### src/rtl/pgq_pkg.sv
package pgq_pkg;
  localparam int NUM_CH      = 4;
  localparam int CODE_W      = 2;
  localparam int REG_W       = 8;
  localparam logic [7:0] ADDR_STATUS = 8'h62;
  localparam logic [7:0] ADDR_DELAY  = 8'h66;

  typedef struct packed {
    logic load;
    logic inc;
    logic clr;
  } chStrobe_t;

  typedef enum logic [1:0] {
    ST_IDLE,
    ST_TIMING,
    ST_GOOD
  } chState_e;
endpackage

### src/rtl/pgq_regs.sv
module pgq_regs
  import pgq_pkg::*;
(
  input  logic              clk,
  input  logic              rstN,
  input  logic [7:0]        regAddr,
  input  logic              regWrEn,
  input  logic [REG_W-1:0]  regWrData,
  input  logic [NUM_CH-1:0] pgFlags,
  input  logic              polHigh,
  input  logic              retryMode,
  output logic [REG_W-1:0]  delayCodes,
  output logic [REG_W-1:0]  rdData
);
  logic alertQ;
  logic wrDelay;
  logic wrStatus;

  assign wrDelay  = regWrEn && (regAddr == ADDR_DELAY);
  assign wrStatus = regWrEn && (regAddr == ADDR_STATUS);

  always_ff @(posedge clk) begin
    if (!rstN) begin
      delayCodes <= '0;
      alertQ     <= 1'b0;
    end else begin
      if (wrDelay)  delayCodes <= regWrData;
      if (wrStatus) alertQ     <= regWrData[4];
    end
  end

  always_comb begin
    case (regAddr)
      ADDR_STATUS: rdData = {1'b0, retryMode, polHigh, alertQ, pgFlags};
      ADDR_DELAY:  rdData = delayCodes;
      default:     rdData = '0;
    endcase
  end

  AST_DELAY_HOLD: assert property (@(posedge clk) disable iff (!rstN)
    !(regWrEn && regAddr == ADDR_DELAY) |=> $stable(delayCodes));

  AST_ALERT_HOLD: assert property (@(posedge clk) disable iff (!rstN)
    !(regWrEn && regAddr == ADDR_STATUS) |=> $stable(alertQ));
endmodule

### src/rtl/pgq_datapath.sv
module pgq_datapath
  import pgq_pkg::*;
#(
  parameter int VoltW     = 10,
  parameter int BaseTicks = 50,
  localparam int CntW     = $clog2((BaseTicks << 3) + 1)
) (
  input  logic                     clk,
  input  logic                     rstN,
  input  logic [NUM_CH*VoltW-1:0]  monVolt,
  input  logic [NUM_CH*VoltW-1:0]  uvLimit,
  input  logic [NUM_CH*VoltW-1:0]  ovLimit,
  input  logic [REG_W-1:0]         delayCodes,
  input  chStrobe_t [NUM_CH-1:0]   stb,
  output logic [NUM_CH-1:0]        inWin,
  output logic [NUM_CH-1:0]        atLast
);
  localparam logic [CntW-1:0] BaseV = CntW'(BaseTicks);

  for (genvar g = 0; g < NUM_CH; g++) begin : gCh
    logic [VoltW-1:0] volt;
    logic [VoltW-1:0] lo;
    logic [VoltW-1:0] hi;
    logic [CntW-1:0]  cntQ;
    logic [CntW-1:0]  targetQ;
    logic [CODE_W-1:0] code;

    assign volt = monVolt[g*VoltW +: VoltW];
    assign lo   = uvLimit[g*VoltW +: VoltW];
    assign hi   = ovLimit[g*VoltW +: VoltW];
    assign code = delayCodes[g*CODE_W +: CODE_W];

    assign inWin[g]  = (volt >= lo) && (volt <= hi);
    assign atLast[g] = (cntQ == targetQ - 1'b1);

    always_ff @(posedge clk) begin
      if (!rstN) begin
        cntQ    <= '0;
        targetQ <= '0;
      end else if (stb[g].load) begin
        cntQ    <= '0;
        targetQ <= BaseV << code;
      end else if (stb[g].clr) begin
        cntQ    <= '0;
      end else if (stb[g].inc) begin
        cntQ    <= cntQ + 1'b1;
      end
    end

    AST_LOAD_CLEARS: assert property (@(posedge clk) disable iff (!rstN)
      stb[g].load |=> (cntQ == '0));

    AST_CNT_BELOW_TARGET: assert property (@(posedge clk) disable iff (!rstN)
      (cntQ < targetQ) || (cntQ == '0));
  end
endmodule

### src/rtl/pgq_control.sv
module pgq_control
  import pgq_pkg::*;
(
  input  logic                   clk,
  input  logic                   rstN,
  input  logic                   msTick,
  input  logic [NUM_CH-1:0]      inWin,
  input  logic [NUM_CH-1:0]      atLast,
  output chStrobe_t [NUM_CH-1:0] stb,
  output logic [NUM_CH-1:0]      goodState
);
  for (genvar g = 0; g < NUM_CH; g++) begin : gSeq
    chState_e  stQ;
    chState_e  stD;
    chStrobe_t s;

    always_comb begin
      stD = stQ;
      s   = '0;
      case (stQ)
        ST_IDLE: begin
          if (inWin[g]) begin
            s.load = 1'b1;
            stD    = ST_TIMING;
          end
        end
        ST_TIMING: begin
          if (!inWin[g]) begin
            s.clr = 1'b1;
            stD   = ST_IDLE;
          end else if (msTick) begin
            if (atLast[g]) stD   = ST_GOOD;
            else           s.inc = 1'b1;
          end
        end
        ST_GOOD: begin
          if (!inWin[g]) begin
            s.clr = 1'b1;
            stD   = ST_IDLE;
          end
        end
        default: stD = ST_IDLE;
      endcase
    end

    always_ff @(posedge clk) begin
      if (!rstN) stQ <= ST_IDLE;
      else       stQ <= stD;
    end

    assign stb[g]       = s;
    assign goodState[g] = (stQ == ST_GOOD);

    AST_RISE_ON_TICK: assert property (@(posedge clk) disable iff (!rstN)
      $rose(goodState[g]) |-> $past(msTick));

    AST_DROP_OUT: assert property (@(posedge clk) disable iff (!rstN)
      !inWin[g] |=> !goodState[g]);
  end
endmodule

### src/rtl/pwr_good_qual.sv
module pwr_good_qual
  import pgq_pkg::*;
#(
  parameter int VoltW     = 10,
  parameter int BaseTicks = 50
) (
  input  logic                    clk,
  input  logic                    rstN,
  input  logic                    msTick,
  input  logic [NUM_CH*VoltW-1:0] monVolt,
  input  logic [NUM_CH*VoltW-1:0] uvLimit,
  input  logic [NUM_CH*VoltW-1:0] ovLimit,
  input  logic                    polHigh,
  input  logic                    retryMode,
  input  logic [7:0]              regAddr,
  input  logic                    regWrEn,
  input  logic [REG_W-1:0]        regWrData,
  output logic [REG_W-1:0]        regRdData,
  output logic [NUM_CH-1:0]       pgOut
);
  chStrobe_t [NUM_CH-1:0] stb;
  logic [NUM_CH-1:0] inWin;
  logic [NUM_CH-1:0] atLast;
  logic [NUM_CH-1:0] goodState;
  logic [NUM_CH-1:0] pgFlags;
  logic [REG_W-1:0]  delayCodes;

  pgq_datapath #(.VoltW(VoltW), .BaseTicks(BaseTicks)) uDp (
    .clk(clk), .rstN(rstN), .monVolt(monVolt), .uvLimit(uvLimit),
    .ovLimit(ovLimit), .delayCodes(delayCodes), .stb(stb),
    .inWin(inWin), .atLast(atLast)
  );

  pgq_control uCtl (
    .clk(clk), .rstN(rstN), .msTick(msTick), .inWin(inWin),
    .atLast(atLast), .stb(stb), .goodState(goodState)
  );

  pgq_regs uRegs (
    .clk(clk), .rstN(rstN), .regAddr(regAddr), .regWrEn(regWrEn),
    .regWrData(regWrData), .pgFlags(pgFlags), .polHigh(polHigh),
    .retryMode(retryMode), .delayCodes(delayCodes), .rdData(regRdData)
  );

  assign pgFlags = goodState & inWin;
  assign pgOut   = polHigh ? pgFlags : ~pgFlags;

  AST_OUT_POLARITY: assert property (@(posedge clk) disable iff (!rstN)
    (regAddr == ADDR_STATUS) |->
      (regRdData[NUM_CH-1:0] == (polHigh ? pgOut : ~pgOut)));
endmodule

### config.mk
export PLATFORM = sky130hd
export DESIGN_NAME = pwr_good_qual
export DESIGN_NICKNAME = d
export VERILOG_FILES = /design/src/rtl/pgq_pkg.sv /design/src/rtl/pgq_regs.sv /design/src/rtl/pgq_datapath.sv /design/src/rtl/pgq_control.sv /design/src/rtl/pwr_good_qual.sv
export SDC_FILE = /design/constraint.sdc
export NUM_CORES = 1
export LEC_CHECK = 0
export ABC_AREA = 1
export BUFFER_PORTS_ARGS = -buffer_cell sky130_fd_sc_hd__buf_2
export CAP_MARGIN = 20
export CORE_MARGIN = 3
export CORE_UTILIZATION = 51
export DETAILED_ROUTE_END_ITERATION = 12
export PLACE_DENSITY = 0.76
export SLEW_MARGIN = 20
export SYNTH_ARGS = -nofsm -noshare
export SYNTH_HDL_FRONTEND = slang
export SYNTH_SLANG_ARGS = --single-unit
### constraint.sdc
create_clock -name clk -period 1.63 [get_ports clk]
set_input_delay 0.163 -clock clk [delete_from_list [all_inputs] [get_ports clk]]
set_output_delay 0.163 -clock clk [all_outputs]
set_load 0.01 [all_outputs]
==> impl_metrics.toml, run 1 <==
[run_status]
status = "complete, but fails checks"
violations = "setup timing"

[logic_synthesis]
synth_edf_count = 0
syn_inst = 1145
synth_cell_types = 38
synth_seq_area_share_pct = 22.4
synthesis.area_sq_mm = 0.00760
ys_top_cells_by_area = "dfxtp_1 (22%), ha_1 (19%), nand2_1 (13%), inv_1 (10%), a21oi_1 (6.2%)"
synth-async-reset-ratio_pct = 0
synth_warnings = 0
synth.top_cells.by_count = "nand2_1 (268), inv_1 (202), ha_1 (116)"
synth_seq_cells = 85
ys.flop_type = "dfxtp_1"
synth.net_count = 1403
post-synth-top-count-cell = "nand2_1"
synth_top_cell_by_area = "dfxtp_1"
yosysTopAreaCellShare_pct = 22.4
avgSynthCellArea_sq_um = 6.64

[clock_network]
htree_levels = 3
clock_latency_ns = 0.35
cts_buffer_depth = 2
cts_sinks = 85
root_buffer = "clkbuf_16"
clk_pin_slew_ns = 0.06
cts_tree = "yes"
cts_buffers = 9
hold_buffers = 0

[timing]
fin_skew_ns = 0.00774
layout_setup_ws_ns = -0.138
worstMarginPinSlew_ns = 0.375
finalCriticalPeriod_ns = 1.77
max_slew_margin_pct = 74.8
max_freq_mhz = 566
fin_crit_sh_pct = 108
rsz0062_at_grt = "true"
hold_viol = 0
setup_viol = 48
final_max_slew_viol_count = 0

[grt]
gr-usage-all-layers_pct = 25.0
grt_pass1_vias = 7594
grt-ovfl-total = 0
antenna_found_initial = 4
grt_start_max_net_pins = 47
grt_pass1_wl_um = 33900

[run]
maxCapViolations = 0

[finish]
syn2layout_area_growth_pct = 48.2
finalInstanceArea_sq_mm = 0.0113
drive_above_1_share_pct = 42.6
regArea_sq_mm = 0.00171
fin_util_pct = 79.4
n_fill_cell = 906
fin_nets = 1635
multi_input_area_sq_mm = 0.00669

[min_path]
worstHoldStart = "regWrData[7]"
hp-class = "input port to flip-flop"
whs_path_depth = 3
holdPathEnd = "uRegs.delayCodes[7]$_SDFFE_PN0P_"

[power_and_ir_drop]
leakagePower_nw = 5.32
powerDensity_mw_per_mm2 = 847
ir_drop_mv = 0.720

[critical_path]
required_ns = 1.47
end_kind = "primary output"
r2r_end = "uDp.gCh[0].cntQ[6]$_SDFFE_PP0P_"
crit_type = "input port to primary output"
r2r-start = "uDp.gCh[0].targetQ[2]$_SDFFE_PN0P_"
critPathLaunchType = "input port"
reg2reg_slack_ns = -0.14
cp.arrival_ns = 1.60
r2r_cells = 10
crit_path_max_fanout = 3

[drt]
drc_errors = 0
drt_iter0_drc = 633
ant_nets = 0
wl_um = 25200
vias_per_cell = 5.44
drt_first_pass_iters = 5
wl_per_cell_um = 16.1
vias = 8498

[die]
fp.dieW_um = 128
ios = 154
initial_core_util_pct = 53.5
die_h_um = 128
core_area_sq_mm = 0.0142
num_rows = 43
die-area_sq_mm = 0.0164

[placed_design]
dp_slack_ns = -0.334
placed_cell_area_sq_mm = 0.00906
hpwlAfterDp_um = 15100
port-buffer-count = 153
gp_congestion = 0.832
per-layer routing:
metal	part of all wire (%)	GRT usage, %	wire, um
met2	52	44.2	13200
met3	5.1	4.21	1290
met4	5.4	11.5	1350
met5	0.052	0	13
met1	37	29.3	9370
worst max-delay path by stage:
stage / start / to / slack [ns] / cells past startpoint
detailed placement: monVolt[29] / uDp.gCh[2].cntQ[6]$_SDFFE_PP0P_ / -0.33 / 12
global route: uDp.gCh[0].targetQ[2]$_SDFFE_PN0P_ / uCtl.gSeq[0].stQ[0]$_SDFFE_PN0P_ / -0.25 / 10
CTS: uDp.gCh[0].targetQ[1]$_SDFFE_PN0P_ / uDp.gCh[0].cntQ[5]$_SDFFE_PP0P_ / -0.10 / 14
finish: uvLimit[25] / pgOut[2] / -0.14 / 10
floorplan: uDp.gCh[0].targetQ[1]$_SDFFE_PN0P_ / uDp.gCh[0].cntQ[5]$_SDFFE_PP0P_ / -0.005 / 14
global placement: monVolt[29] / uDp.gCh[2].cntQ[2]$_SDFFE_PP0P_ / -0.26 / 12
where the power goes:
part           internal (mW)  switching [mW]  leakage, nW
registers               2.36           0.243        0.694
logic                   2.09            3.02         4.50
clock network           1.01           0.829        0.125
layout by cell type (no fill, tap or decap), types with 45 or more instances in the layout:
cell type	count
dfxtp_1	75
inv_1	147
inv_2	59
nand2_1	201
nand2_2	56
buf_2	117
ha_1	52
buf_4	79
o21ai_0	45
a21oi_1	63
ha_4	63
nor2_1	58
metrics by stage:
| step | TNS, ns | total power [mW] | std cells | hold WS [ns] |
|---|---|---|---|---|
| 5_1_grt | -8.44 | 10.2 | 1563 | 0.131 |
| 6_report | -2.58 | 9.55 | 1563 | 0.108 |
| 3_5_place_dp | -17.12 | 6.37 | 1526 | 0.458 |
| 3_3_place_gp | -13.01 | 6.25 | 1526 | 0.451 |
| 2_1_floorplan | -0.00895 | 5.30 | 1145 | 0.333 |
| 4_1_cts | -1.35 | 8.61 | 1553 | 0.0983 |
state kept, by name, summed over array words and instances, names as in the netlist:
signal and cells:
uCtl.gSeq.stQ 8, uDp.gCh.cntQ 36, uDp.gCh.targetQ 32, uRegs.delayCodes 8, uRegs.alertQ 1
critical path, cell delays in order:
cell and delay, ns:
buf_2 0.10, inv_2 0.06, ha_4 0.22, a21oi_2 0.18, nand2_1 0.11, nand2_1 0.09, nand4_1 0.18, nand3_4 0.18
xor2_2 0.17, buf_2 0.15
layout make-up:
class                      count  area share, %
antenna                        3         0.0666
clock buffer                  11           2.06
multi-input combinational    837           59.4
timing repair buffer         227           13.7
inverter                     216           7.41
tap                          180           2.00
clock inverter                 3          0.133
sequential                    85           15.2
timing repair inverter         1         0.0555
cells by family after synthesis:
kind of cell	count (synthesis)	synth area share [%]
xor gates and xnor gates	50	5.76
and+or+nand+nor	499	29.6
AOI/OAI and AO/OA	167	11.7
buffers and inverters	228	11.5
DFF	85	22.4
adders and majority gates	116	19.1
repair_timing:
item | in CTS | in global routing
setup buffers | 7 | 7
pin swaps | 86 | 148
cloned | 6 | 0
endpoints found under the setup margin | 56 | 68
resized for setup | 114 | 283
No activity file was read; power rests on OpenSTA's default activity.
==> run 2: changes to the inputs <==
--- a/config.mk
+++ b/config.mk
@@ -11,6 +11,7 @@
 export CORE_MARGIN = 3
 export CORE_UTILIZATION = 51
 export DETAILED_ROUTE_END_ITERATION = 12
+export GPL_TIMING_DRIVEN = 0
 export PLACE_DENSITY = 0.76
 export SLEW_MARGIN = 20
 export SYNTH_ARGS = -nofsm -noshare
==> run 2 against run 1 <==
Against the previous run: the flow still finishes with violations (setup timing); final area fell by 2.0%; clock skew rose by 0.0046 ns; sequential share of layout area rose by 0.31 points; critical path depth rose by 1; power rose by 1.4%; hold slack got worse by 0.020 ns; die area did not move; critical endpoint unchanged; highest routed layer unchanged.
==> impl_metrics.toml, run 2 (synthesized netlist as in run 1, its figures left out) <==
[run_status]
violations = "setup timing"
status = "complete, but fails checks"

[timing]
rsz0062_at_grt = "true"
fin_crit_sh_pct = 115
max_slew_margin_pct = 61.5
hold_viol = 0
finalCriticalPeriod_ns = 1.88
layout_setup_ws_ns = -0.249
max_freq_mhz = 532
final_max_slew_viol_count = 0
fin_skew_ns = 0.0124
worstMarginPinSlew_ns = 0.578
setup_viol = 58

[critical_path]
reg2reg_slack_ns = -0.19
required_ns = 1.47
cp.arrival_ns = 1.72
crit_path_max_fanout = 3
critPathLaunchType = "input port"
crit_type = "input port to primary output"
end_kind = "primary output"

[die]
die-area_sq_mm = 0.0164
die_h_um = 128
initial_core_util_pct = 53.5
num_rows = 43
ios = 154
core_area_sq_mm = 0.0142
fp.dieW_um = 128

[finish]
final_common_cell = "nand2_1"
drive_above_1_share_pct = 39.6
finalInstanceArea_sq_mm = 0.0110
regMostFlops = "uDp.gCh.cntQ"
fin_nets = 1605
multi_input_area_sq_mm = 0.00660
syn2layout_area_growth_pct = 45.2
regArea_sq_mm = 0.00171
n_fill_cell = 928
final_cell_mix = "nand2_1 (209), inv_1 (138), buf_2 (115), dfxtp_1 (75), nor2_1 (72)"
largest_reg_flops = 36
top_regs = "uDp.gCh.cntQ x36, uDp.gCh.targetQ x32"

[clock_network]
htree_levels = 3
cts_sinks = 85
clk_pin_slew_ns = 0.08
root_buffer = "clkbuf_16"
cts_buffers = 9
clock_latency_ns = 0.35
cts_tree = "yes"
cts_buffer_depth = 2

[min_path]
hp-class = "input port to flip-flop"

[drt]
drt_iter0_drc = 689
drc_errors = 0
met2_length_um = 12800
wl_um = 24800
wl_met1_um = 9160
drt_first_pass_iters = 5
dr_wl_met3_um = 1240
wl_per_cell_um = 16.2
vias = 8406
ant_nets = 0
vias_per_cell = 5.48
routed.top_layer = "met5"

[power_and_ir_drop]
ir_drop_mv = 0.603
leakagePower_nw = 5.14
powerDensity_mw_per_mm2 = 877

[grt]
gr-usage-all-layers_pct = 23.5
grt_start_max_net_pins = 17
grt_pass1_wl_um = 32200
grt-ovfl-total = 0
antenna_found_initial = 2
grt_pass1_vias = 7396

[placed_design]
dp_slack_ns = -0.432
port-buffer-count = 152
gp_congestion = 0.833
placed_cell_area_sq_mm = 0.00864
hpwlAfterDp_um = 14400

[run]
maxCapViolations = 0
## run 2: changes by cell type in the layout (fill, tap and decap cells not counted), moves of 6 or more
cell     previous run  this run
inv_1             147       138
nor2_1             58        72
buf_4              79        35
inv_4               9        20
nor2_2             33        18
buf_6              29        36
nand2_1           201       209
nand2_2            56        50
## run 2: area by class of cell
type	instances	share of cell area (%)
inverter	216	7.82
timing repair inverter	1	0.0566
clock buffer	9	2.04
clock inverter	7	0.714
timing repair buffer	185	11.5
antenna	1	0.0227
multi-input combinational	837	59.8
buffer	12	0.521
sequential	85	15.5
tap	180	2.04
## run 2: stage by stage
stage          cells  hold WS (ns)  util [%]  total power, mW  setup TNS [ns]
6_report        1533        0.0879      77.8             9.68           -5.13
5_1_grt         1533         0.108      77.8             10.3          -11.68
4_1_cts         1518        0.0879      69.5             8.70           -1.53
3_5_place_dp    1477         0.451      60.8             6.10          -22.28
3_3_place_gp    1477         0.439      60.8             6.00          -20.10
2_1_floorplan   1145         0.333         -             5.30        -0.00895
## run 2: worst paths after layout
path,start,end,depth (start not counted)
worst max register to register,uDp.gCh[0].targetQ[1]$_SDFFE_PN0P_,uCtl.gSeq[0].stQ[1]$_SDFFE_PN0P_,15
worst max-delay path,ovLimit[27],pgOut[2],11
worst min-delay path,regWrData[7],uRegs.delayCodes[7]$_SDFFE_PN0P_,3
worst min register to register,uDp.gCh[2].targetQ[2]$_SDFFE_PN0P_,uDp.gCh[2].targetQ[2]$_SDFFE_PN0P_,2
## run 2: repair_timing
action | in CTS | in global routing
resized for setup | 134 | 269
buffers inserted | 20 | 12
pin swaps | 85 | 138
cloned | 5 | 2
hold buffers | 0 | 0
endpoints found under the setup margin | 55 | 68
## run 2: critical path: stages
cell and delay [ns]:
buf_2 0.10, inv_2 0.06, ha_4 0.20, a21oi_2 0.12
nor2_1 0.05, nor2_1 0.18, nand3_1 0.16, nand2_2 0.16
nand3_4 0.13, xor2_2 0.21, buf_2 0.17
## run 2: per-layer routing
layer,global-route usage [%],vias to the layer above
li1,-,4076
met1,27.1,3872
met2,44.6,315
met3,3.25,141
met4,7.43,2
met5,0,-
## run 2: where the power goes
group / total [mW] / internal [mW] / switching [mW]
Clock: 2.16 / 1.21 / 0.951
Sequential: 2.61 / 2.35 / 0.255
Combinational: 4.91 / 1.97 / 2.95
Total: 9.68 / 5.53 / 4.15
==> run 3: changes to the inputs <==
--- a/config.mk
+++ b/config.mk
@@ -12,6 +12,7 @@
 export CORE_UTILIZATION = 51
 export DETAILED_ROUTE_END_ITERATION = 12
 export GPL_TIMING_DRIVEN = 0
+export HOLD_SLACK_MARGIN = 0.15
 export PLACE_DENSITY = 0.76
 export SLEW_MARGIN = 20
 export SYNTH_ARGS = -nofsm -noshare
==> run 3 against run 2 <==
Against the previous run: the flow still finishes with violations (setup timing); fmax is 2.2% higher; via count is 0.76% higher; combinational power is 1% higher; register-to-register slack worse by 0.02 ns; critical path depth is 3 higher; global-route usage is 0.16 points higher; utilization is 1.3 points higher; cell count is 0.72% higher; final area is 1.7% higher; setup slack better by 0.040 ns; count of clock-buffer cells in the layout stayed put; clock skew is 0.00094 ns lower; critical path type is now flip-flop to flip-flop; highest routed layer is now met4.
==> impl_metrics.toml, run 3 (synthesized netlist as in run 1, its figures left out) <==
[run_status]
status = "complete, but fails checks"
violations = "setup timing"

[critical_path]
required_ns = 1.91
crit_type = "flip-flop to flip-flop"
crit_path_max_fanout = 4
crit_buf_inv = 3
cp.arrival_ns = 2.12
path_cells = "inv_4 -> buf_4 -> nand2_1 -> nor2_1 -> nand2_1 -> nand2_1 -> inv_1 -> nor2_1 -> nand3_2 -> nand2_1 -> nand2_1 -> nor2_2 -> nor2_1 -> nor2_1"
end_kind = "flip-flop"
path_delay_family = "simple AND/OR/NAND/NOR gates"
slowest_delay_ns = 0.33
cp_slowest_cell = "dfxtp_2"
worst_path_most_repeated_cell = "nand2_1"
critPathLaunchType = "flip-flop"

[die]
die_h_um = 128
fp.dieW_um = 128
initial_core_util_pct = 53.5
core_area_sq_mm = 0.0142
num_rows = 43
die-area_sq_mm = 0.0164
ios = 154

[timing]
rsz0062_at_grt = "true"
max_slew_margin_pct = 60.6
setup_tns_ns = -4.89
hold_viol = 0
setup_viol = 53
fin_crit_sh_pct = 113
max_freq_mhz = 544
finalCriticalPeriod_ns = 1.84
worstMarginPinSlew_ns = 0.591
final_max_slew_viol_count = 0
layout_setup_ws_ns = -0.209
fin_skew_ns = 0.0114

[grt]
grt_start_max_net_pins = 17
grt-ovfl-total = 0
grt_pass1_wl_um = 32400
grt_pass1_vias = 7455
antenna_found_initial = 1
gr-usage-all-layers_pct = 23.7

[drt]
ant_nets = 0
drc_errors = 0
wl_um = 24800
vias = 8470
wl_per_cell_um = 16.1
drt_first_pass_iters = 8
drt_iter0_drc = 592
vias_per_cell = 5.49

[placed_design]
placed_cell_area_sq_mm = 0.00864
hpwlAfterDp_um = 14400
dpl.cell_count = 1477
port-buffer-count = 152
gp_congestion = 0.833

[finish]
final_cells = 1544
fin_nets = 1616
drive_above_1_share_pct = 39.8
syn2layout_area_growth_pct = 47.7
final_common_cell = "nand2_1"
largest_reg_flops = 36
final_cell_mix = "nand2_1 (208), inv_1 (138), buf_2 (113), dfxtp_1 (75), nor2_1 (69)"
n_fill_cell = 890
finalInstanceArea_sq_mm = 0.0112
regMostFlops = "uDp.gCh.cntQ"
fin_util_pct = 79.1
top_regs = "uDp.gCh.cntQ x36, uDp.gCh.targetQ x32"

[clock_network]
cts_sinks = 85
cts_buffer_depth = 2
clock_latency_ns = 0.35
root_buffer = "clkbuf_16"
cts_buffers = 9
clk_pin_slew_ns = 0.07
htree_levels = 3
cts_tree = "yes"

[min_path]
hp-class = "input port to flip-flop"

[power_and_ir_drop]
powerDensity_mw_per_mm2 = 867
ir_drop_mv = 0.564
leakagePower_nw = 5.23

[run]
maxCapViolations = 0
run 3: area by class of cell:
type | count | area (sq um) | area share [%]
plain buffers | 12 | 57.6 | 0.512
repair inverters | 1 | 6.26 | 0.0557
well taps | 180 | 225 | 2.01
flip-flops and latches | 85 | 1710 | 15.3
clock buffers | 9 | 225 | 2.01
multi-input cells | 837 | 6640 | 59.2
repair buffers | 196 | 1410 | 12.6
inverters | 216 | 866 | 7.71
diodes | 1 | 2.50 | 0.0223
clock inverters | 7 | 78.8 | 0.702
run 3: worst paths after layout:
kind                            slack [ns]                          startpoint                                  to  cells past startpoint
worst max-delay path                 -0.21  uDp.gCh[0].targetQ[1]$_SDFFE_PN0P_    uCtl.gSeq[0].stQ[1]$_SDFFE_PN0P_                     14
worst min-delay path                  0.20                                rstN  uDp.gCh[2].targetQ[8]$_SDFFE_PN0P_                      3
worst max register to register       -0.21  uDp.gCh[0].targetQ[1]$_SDFFE_PN0P_    uCtl.gSeq[0].stQ[1]$_SDFFE_PN0P_                     14
worst min register to register        0.48  uDp.gCh[2].targetQ[2]$_SDFFE_PN0P_  uDp.gCh[2].targetQ[2]$_SDFFE_PN0P_                      2
run 3: timing repair:
item / in CTS / in global routing
hold endpoints to repair: 9 / 0
gates cloned: 5 / 2
pin swaps: 85 / 146
hold buffers: 9 / 0
buffers inserted: 20 / 14
endpoints found under the setup margin: 55 / 72
gates resized for setup: 134 / 285
run 3: worst register-to-register path, cell delays in order (launching register included):
cell and delay, ns:
dfxtp_2 0.33, inv_4 0.06, buf_4 0.10, nand2_1 0.10
nor2_1 0.17, nand2_1 0.08, nand2_1 0.08, inv_1 0.05
nor2_1 0.15, nand3_2 0.17, nand2_1 0.10, nand2_1 0.08
nor2_2 0.12, nor2_1 0.07, nor2_1 0.09
run 3: layer usage:
| layer | up-vias | GRT usage, % | wire, um |
|---|---|---|---|
| met3 | 132 | 3.50 | 1220 |
| li1 | 4105 | - | - |
| met5 | - | 0 | 0 |
| met1 | 3891 | 27.1 | 9290 |
| met4 | 0 | 7.37 | 1460 |
| met2 | 342 | 44.9 | 12800 |
run 3: per-stage QoR:
| stage | setup slack, ns | total power [mW] | hold WS (ns) |
|---|---|---|---|
| detailed placement | -0.432 | 6.10 | 0.451 |
| CTS | -0.0967 | 8.71 | 0.184 |
| floorplan | -0.00531 | 5.30 | 0.333 |
| global route | -0.313 | 10.4 | 0.242 |
| global placement | -0.478 | 6.00 | 0.439 |
| finish | -0.209 | 9.74 | 0.203 |
run 3: report_power, final:
group          internal (mW)  switching (mW)
Sequential              2.35           0.253
Clock                   1.21           0.944
Combinational           2.00            2.98
